## src/rtl/fas_pkg.sv

```systemverilog
package fas_pkg;

    localparam int NUM_ALM  = 6;
    localparam int STAT_W   = 8;
    localparam int BIT_RSVD = 6;
    localparam int BIT_COFA = 7;

    typedef enum logic [1:0] {
        ALN_NEVER  = 2'd0,
        ALN_LOCKED = 2'd1,
        ALN_LOST   = 2'd2
    } aln_state_t;

    typedef struct packed {
        logic cofa;
        logic rsvd;
        logic sef;
        logic idle;
        logic rai;
        logic ais;
        logic oof;
        logic los;
    } stat_t;

    function automatic stat_t pack_stat(input logic cofa, input logic [NUM_ALM-1:0] alm);
        stat_t s;
        s.cofa = cofa;
        s.rsvd = 1'b0;
        s.sef  = alm[5];
        s.idle = alm[4];
        s.rai  = alm[3];
        s.ais  = alm[2];
        s.oof  = alm[1];
        s.los  = alm[0];
        return s;
    endfunction

endpackage

```

## src/rtl/fas_chg_latch.sv

```systemverilog
module fas_chg_latch #(
    parameter int N = 6
) (
    input  logic         clk,
    input  logic         rst,
    input  logic [N-1:0] live,
    input  logic [N-1:0] clr,
    output logic [N-1:0] lat
);

    logic [N-1:0] prev_q;
    logic [N-1:0] lat_q;

    for (genvar i = 0; i < N; i++) begin : g_bit
        logic chg;
        assign chg = live[i] ^ prev_q[i];

        always_ff @(posedge clk) begin
            if (rst) begin
                prev_q[i] <= 1'b0;
                lat_q[i]  <= 1'b0;
            end else begin
                prev_q[i] <= live[i];
                // set has priority over clear
                lat_q[i]  <= chg | (lat_q[i] & ~clr[i]);
            end
        end

        // a transition on the live level leaves the bit set
        assert_change_sets_R3: assert property (@(posedge clk) disable iff (rst)
            (live[i] != prev_q[i]) |=> lat_q[i]);
        // a clear with no transition empties the bit
        assert_clear_R4: assert property (@(posedge clk) disable iff (rst)
            (clr[i] && (live[i] == prev_q[i])) |=> !lat_q[i]);
        // without a clear the bit holds
        assert_hold_R5: assert property (@(posedge clk) disable iff (rst)
            (lat_q[i] && !clr[i]) |=> lat_q[i]);
    end

    assign lat = lat_q;

endmodule

```

## src/rtl/fas_align_track.sv

```systemverilog
module fas_align_track
    import fas_pkg::*;
#(
    parameter int POS_W = 4
) (
    input  logic             clk,
    input  logic             rst,
    input  logic             sync_ok,
    input  logic [POS_W-1:0] sync_pos,
    input  logic             clr,
    output logic             cofa
);

    aln_state_t       st_q;
    logic [POS_W-1:0] pos_q;
    logic             cofa_q;
    logic             reacq_new;

    assign reacq_new = (st_q == ALN_LOST) && sync_ok && (sync_pos != pos_q);

    always_ff @(posedge clk) begin
        if (rst) begin
            st_q   <= ALN_NEVER;
            pos_q  <= '0;
            cofa_q <= 1'b0;
        end else begin
            cofa_q <= reacq_new | (cofa_q & ~clr);
            unique case (st_q)
                ALN_NEVER: if (sync_ok) begin
                    st_q  <= ALN_LOCKED;
                    pos_q <= sync_pos;
                end
                ALN_LOCKED: if (!sync_ok) st_q <= ALN_LOST;
                ALN_LOST: if (sync_ok) begin
                    st_q  <= ALN_LOCKED;
                    pos_q <= sync_pos;
                end
                default: st_q <= ALN_NEVER;
            endcase
        end
    end

    assign cofa = cofa_q;

    // never set before first acquisition
    assert_no_set_unsynced_R8: assert property (@(posedge clk) disable iff (rst)
        (st_q == ALN_NEVER) |-> !cofa_q);
    // same-position reacquisition leaves a clear bit clear
    assert_same_pos_R9: assert property (@(posedge clk) disable iff (rst)
        ((st_q == ALN_LOST) && sync_ok && (sync_pos == pos_q) && !cofa_q) |=> !cofa_q);
    // while locked, a cleared bit stays clear
    assert_locked_quiet_R9: assert property (@(posedge clk) disable iff (rst)
        ((st_q == ALN_LOCKED) && !cofa_q) |=> !cofa_q);
    // set beats clear
    assert_set_wins_R10: assert property (@(posedge clk) disable iff (rst)
        ((st_q == ALN_LOST) && sync_ok && (sync_pos != pos_q)) |=> cofa_q);

endmodule

```

## src/rtl/fas_irq_gate.sv

```systemverilog
module fas_irq_gate #(
    parameter int W = 8
) (
    input  logic [W-1:0] stat,
    input  logic [W-1:0] bit_en,
    input  logic         blk_en,
    output logic         irq
);

    logic [W-1:0] req;

    for (genvar i = 0; i < W; i++) begin : g_req
        assign req[i] = stat[i] & bit_en[i];
    end

    always_comb begin
        irq = blk_en & (|req);
    end

endmodule

```

## src/rtl/frm_alarm_latch.sv

```systemverilog
module frm_alarm_latch
    import fas_pkg::*;
#(
    parameter int              ADDR_W   = 8,
    parameter logic [ADDR_W-1:0] REG_ADDR = 8'h19,
    parameter int              POS_W    = 4
) (
    input  logic              clk,
    input  logic              rst,
    input  logic [ADDR_W-1:0] reg_addr,
    input  logic [STAT_W-1:0] reg_wdata,
    input  logic              reg_we,
    output logic [STAT_W-1:0] reg_rdata,
    input  logic [NUM_ALM-1:0] alm_live,
    input  logic              sync_ok,
    input  logic [POS_W-1:0]  sync_pos,
    input  logic [STAT_W-1:0] bit_en,
    input  logic              blk_en,
    output logic              irq
);

    logic              sel;
    logic [STAT_W-1:0] clr_vec;
    logic [NUM_ALM-1:0] alm_lat;
    logic              cofa_lat;
    stat_t             stat;

    assign sel     = (reg_addr == REG_ADDR);
    assign clr_vec = (reg_we && sel) ? reg_wdata : '0;

    fas_chg_latch #(.N(NUM_ALM)) u_chg (
        .clk  (clk),
        .rst  (rst),
        .live (alm_live),
        .clr  (clr_vec[NUM_ALM-1:0]),
        .lat  (alm_lat)
    );

    fas_align_track #(.POS_W(POS_W)) u_aln (
        .clk      (clk),
        .rst      (rst),
        .sync_ok  (sync_ok),
        .sync_pos (sync_pos),
        .clr      (clr_vec[BIT_COFA]),
        .cofa     (cofa_lat)
    );

    assign stat      = pack_stat(cofa_lat, alm_lat);
    assign reg_rdata = sel ? stat : '0;

    fas_irq_gate #(.W(STAT_W)) u_irq (
        .stat   (stat),
        .bit_en (bit_en),
        .blk_en (blk_en),
        .irq    (irq)
    );

    // reserved position reads zero
    assert_rsvd_zero_R2: assert property (@(posedge clk) disable iff (rst)
        reg_rdata[BIT_RSVD] == 1'b0);
    // block enable off silences the request
    assert_blk_gate_R7: assert property (@(posedge clk) disable iff (rst)
        !blk_en |-> !irq);
    // other addresses read zero
    assert_miss_zero_R11: assert property (@(posedge clk) disable iff (rst)
        !sel |-> (reg_rdata == '0));
    // state right after reset is empty
    assert_reset_R1: assert property (@(posedge clk)
        $past(rst) |-> (stat == '0));

endmodule

```

## config.mk

```make
export PLATFORM = sky130hd
export DESIGN_NAME = frm_alarm_latch
export DESIGN_NICKNAME = d
export VERILOG_FILES = /design/src/rtl/fas_pkg.sv /design/src/rtl/fas_chg_latch.sv /design/src/rtl/fas_align_track.sv /design/src/rtl/fas_irq_gate.sv /design/src/rtl/frm_alarm_latch.sv
export SDC_FILE = /design/constraint.sdc
export NUM_CORES = 1
export LEC_CHECK = 0
export CORE_ASPECT_RATIO = 1.2
export CORE_MARGIN = 3
export CORE_UTILIZATION = 39
export CTS_BUF_LIST = sky130_fd_sc_hd__clkbuf_8
export CTS_CLUSTER_DIAMETER = 120
export DETAILED_ROUTE_END_ITERATION = 8
export GPL_TIMING_DRIVEN = 0
export HOLD_SLACK_MARGIN = 0.1
export PLACE_DENSITY_LB_ADDON = 0.15
export SLEW_MARGIN = 10
export SYNTH_ARGS = -nofsm -noshare
export SYNTH_HDL_FRONTEND = slang
export SYNTH_SLANG_ARGS = --single-unit
```

## constraint.sdc

```tcl
create_clock -name clk -period 2.05 [get_ports clk]
set_clock_uncertainty 0.05 [all_clocks]
set_input_delay 0.41 -clock clk [delete_from_list [all_inputs] [get_ports clk]]
set_output_delay 0.41 -clock clk [all_outputs]
set_load 0.02 [all_outputs]
```

==> metrics.md <==
| Metric | Value |
|---|---|
| Status | finished clean |
| Power per cell area | 570 mW/mm^2 |
| Ys flop type | dfxtp_1 |
| Detailed Place HPWL | 1.58 mm |
| Total Power | 0.816 mW |
| Startpoint types | input pin |
| CTS tree | built |
| Skew-Pair Late Insertion Delay | 0.25 ns |
| Synth top area share | 43.9% |
| Crit-path cells | clkdlybuf4s50_1 -> a222oi_1 -> a31oi_1 -> clkdlybuf4s15_2 |
| Routed via count | 801 |
| CTS clk-pin slew, worst paths | 0.07 ns |
| Most common cell in the netlist | dfxtp_1 |
| Switching Share | 23.0% |
| Hold Crit Class | reg -> reg |
| Type of destination of the critical path | output pin |
| Multiplexer area fraction after synthesis | 4.62% |
| Synth Area in Compound Gates | 15.7% |
| Synth Area in Simple Gates | 19.8% |
| Die area | 0.00283 sq mm |
| CTS Buffer Depth | 2 |
| Initial core utilization | 41.4% |
| Final Hold Viols | 0 |
| Synth Area in XOR/XNOR | 11.1% |
| Final min period | 2.01 ns |
| First-pass DRT Iterations | 4 |
| Iter 0 DRT Violations | 13 |
| Area delta synth->final | 65.2% |
| Layout cells sized above 1 | 19.9% |
| CTS Sinks | 19 |
| Synth cell count leaders | dfxtp_1, nand2_1 |
| Pre-CTS setup slack | -0.841 ns |
| WL/cell | 12.1 um |
| Ranking of synthesized cells by area | dfxtp_1, xnor2_1, o31ai_1 |
| CTS H-Tree Depth | 1 |
| Clk pwr share | 30.5% |
| Unique masters post-synth | 25 |
| Root Driver | clkbuf_8 |
| Number of global-route vias before repair | 772 |
| Leading area contributor after synthesis | dfxtp_1 |
| Combinational share of power | 19.2% |
| RSZ-0062 raised after global routing | no |
| First-pass GRT wire length | 3.46 mm |
| # DRC | 0 |
| Synth Area in Adders | 0% |
| Flops & latches, synth | 19 |
| Syn_nets | 133 |
| Clock buffer count from CTS | 3 |
| Final setup violation count | 0 |
| Share of the yosys chip area belonging to registers | 43.9% |
| Routed vias/inst | 4.68 |
| Largest family of logic cells by synthesized area | simple AND/OR/NAND/NOR gates |
| Largest net degree at the start of global routing | 11 |
| Ys Warns | 0 |
| PortBufs | 43 |
| WP data required | 1.59 ns |
| CP max-delay cell | clkdlybuf4s50_1 |
| Psw | 0.188 mW |
| Finished Core Util | 68.4% |
| Final ANT Viol Nets | 0 |
| Total Nets Final | 181 |
| Leakage | 0.577 nW |
| Share of flip-flops with an asynchronous set or reset | 0% |
| Max FO, Critical Path | 1 |
| Chip Width | 49.0 um |
| Multi-input gate area | 490 sq um |
| Rows | 18 |
| Final GP Congestion | 0.695 |
| Period utilization | 97.9% |
| Core area | 0.00209 sq mm |
| Critical path class | in -> out |
| VDD IR max | 407 uV |
| Int Pwr | 0.629 mW |
| Mapped Avg Cell Area | 9.22 sq um |
| Antenna violations before repair | 0 |
| Min Hold Slack | 0.424 ns |
| Slew Viols, Final | 0 |
| Post-synth EDFFs | 0 |
| GR Overflow Total | 0 |
| CP peak stage delay | 0.41 ns |
| FF/Latch Area | 380 sq um |
| PnR worst setup slack | 0.0426 ns |
| Highest clock rate | 0.498 GHz |
| Ant diodes | 0 |
| Cell count after synthesis | 94 |
| Reg power frac | 50.4% |
| I/O pins | 48 |
| Data arrival, critical path | 1.55 ns |
| Synthesized cell area | 867 sq um |
| Die height | 57.7 um |
| Routed wire length | 2.07 mm |
| GRT Util Overall | 16.1% |
| Fillers | 178 |
| Max_cap viols | 0 |
flip-flops by register name, summed over array words and instances, names as in the netlist:
name,count
u_chg.lat,6
u_chg.prev_q,6
u_aln.pos_q,4
u_aln.st_q,2
u_aln.cofa,1
final timing paths:
kind	start	endpoint	slack (ns)	depth (start not counted)
setup / recovery	bit_en[1]	irq	0.04	4
hold / removal	u_aln.st_q[1]$_SDFFE_PP0P_	u_aln.st_q[0]$_SDFFE_PP0P_	0.42	1
setup reg to reg	u_aln.st_q[0]$_SDFFE_PP0P_	u_aln.pos_q[2]$_SDFFE_PP0P_	0.89	4
hold reg to reg	u_aln.st_q[1]$_SDFFE_PP0P_	u_aln.st_q[0]$_SDFFE_PP0P_	0.42	1
logic make-up after synthesis:
family          after synthesis
simple gates                 31
xor+xnor                     11
flops                        19
buf+inv                       9
mux                           4
other cells                   1
compound gates               19
metrics by stage:
step                cell area [sq um]  setup TNS [ns]  instances
floorplan                         867               0         94
detailed placement               1340           -6.11        167
CTS                              1440        -0.00811        172
global route                     1430               0        171
finish                           1430               0        171
global placement                 1340           -6.14        167
critical path: cells and delay by family:
family	cells	cell delay (ns)
buffers and inverters	2	0.67
AOI/OAI and AO/OA	2	0.46
power by group through the flow:
stage               Combinational, mW  Clock [mW]  Sequential (mW)
global route                    0.170       0.274            0.414
detailed placement              0.155           0            0.418
floorplan                      0.0692           0            0.414
global placement                0.153           0            0.417
CTS                             0.159       0.259            0.411
finish                          0.156       0.249            0.411
area by class of cell:
class                   instances  share of cell area (%)
clock inverters                 1                   0.262
repair buffers                 45                    31.4
flip-flops and latches         19                    26.6
well taps                      30                    2.62
plain buffers                   4                    1.31
inverters                       3                   0.786
multi-input cells              66                    34.2
clock buffers                   3                    2.88
layout by cell type, fill, tap and decap left out, types with 2 or more instances in the layout:
cell	Yosys	routed
nor2b_1	7	7
xor2_1	4	4
dfxtp_1	19	19
o31ai_1	6	6
inv_1	3	4
and2_4	0	7
buf_6	0	8
clkdlybuf4s50_1	0	30
buf_2	1	2
mux2i_1	4	4
buf_4	1	3
xnor2_1	7	7
a21oi_1	7	7
nand2_1	8	8
clkbuf_1	4	3
nor2_1	4	4
clkbuf_8	0	3
a22oi_1	2	2
what timing repair did:
action,4_1_cts,5_1_grt
hold buffers,0,0
endpoints found under the setup margin,8,7
gates cloned,0,0
gates resized for setup,71,1
pin swaps,9,4
setup buffers,2,0
metal layers:
layer / vias to the layer above / global-route usage [%] / part of all wire, %
met5: - / 0 / 0
met4: 0 / 11.0 / 2.6
met3: 5 / 3.86 / 7.4
met2: 35 / 26.4 / 46
met1: 347 / 18.7 / 43
li1: 414 / - / -
Power figures use the tool's default switching activity.
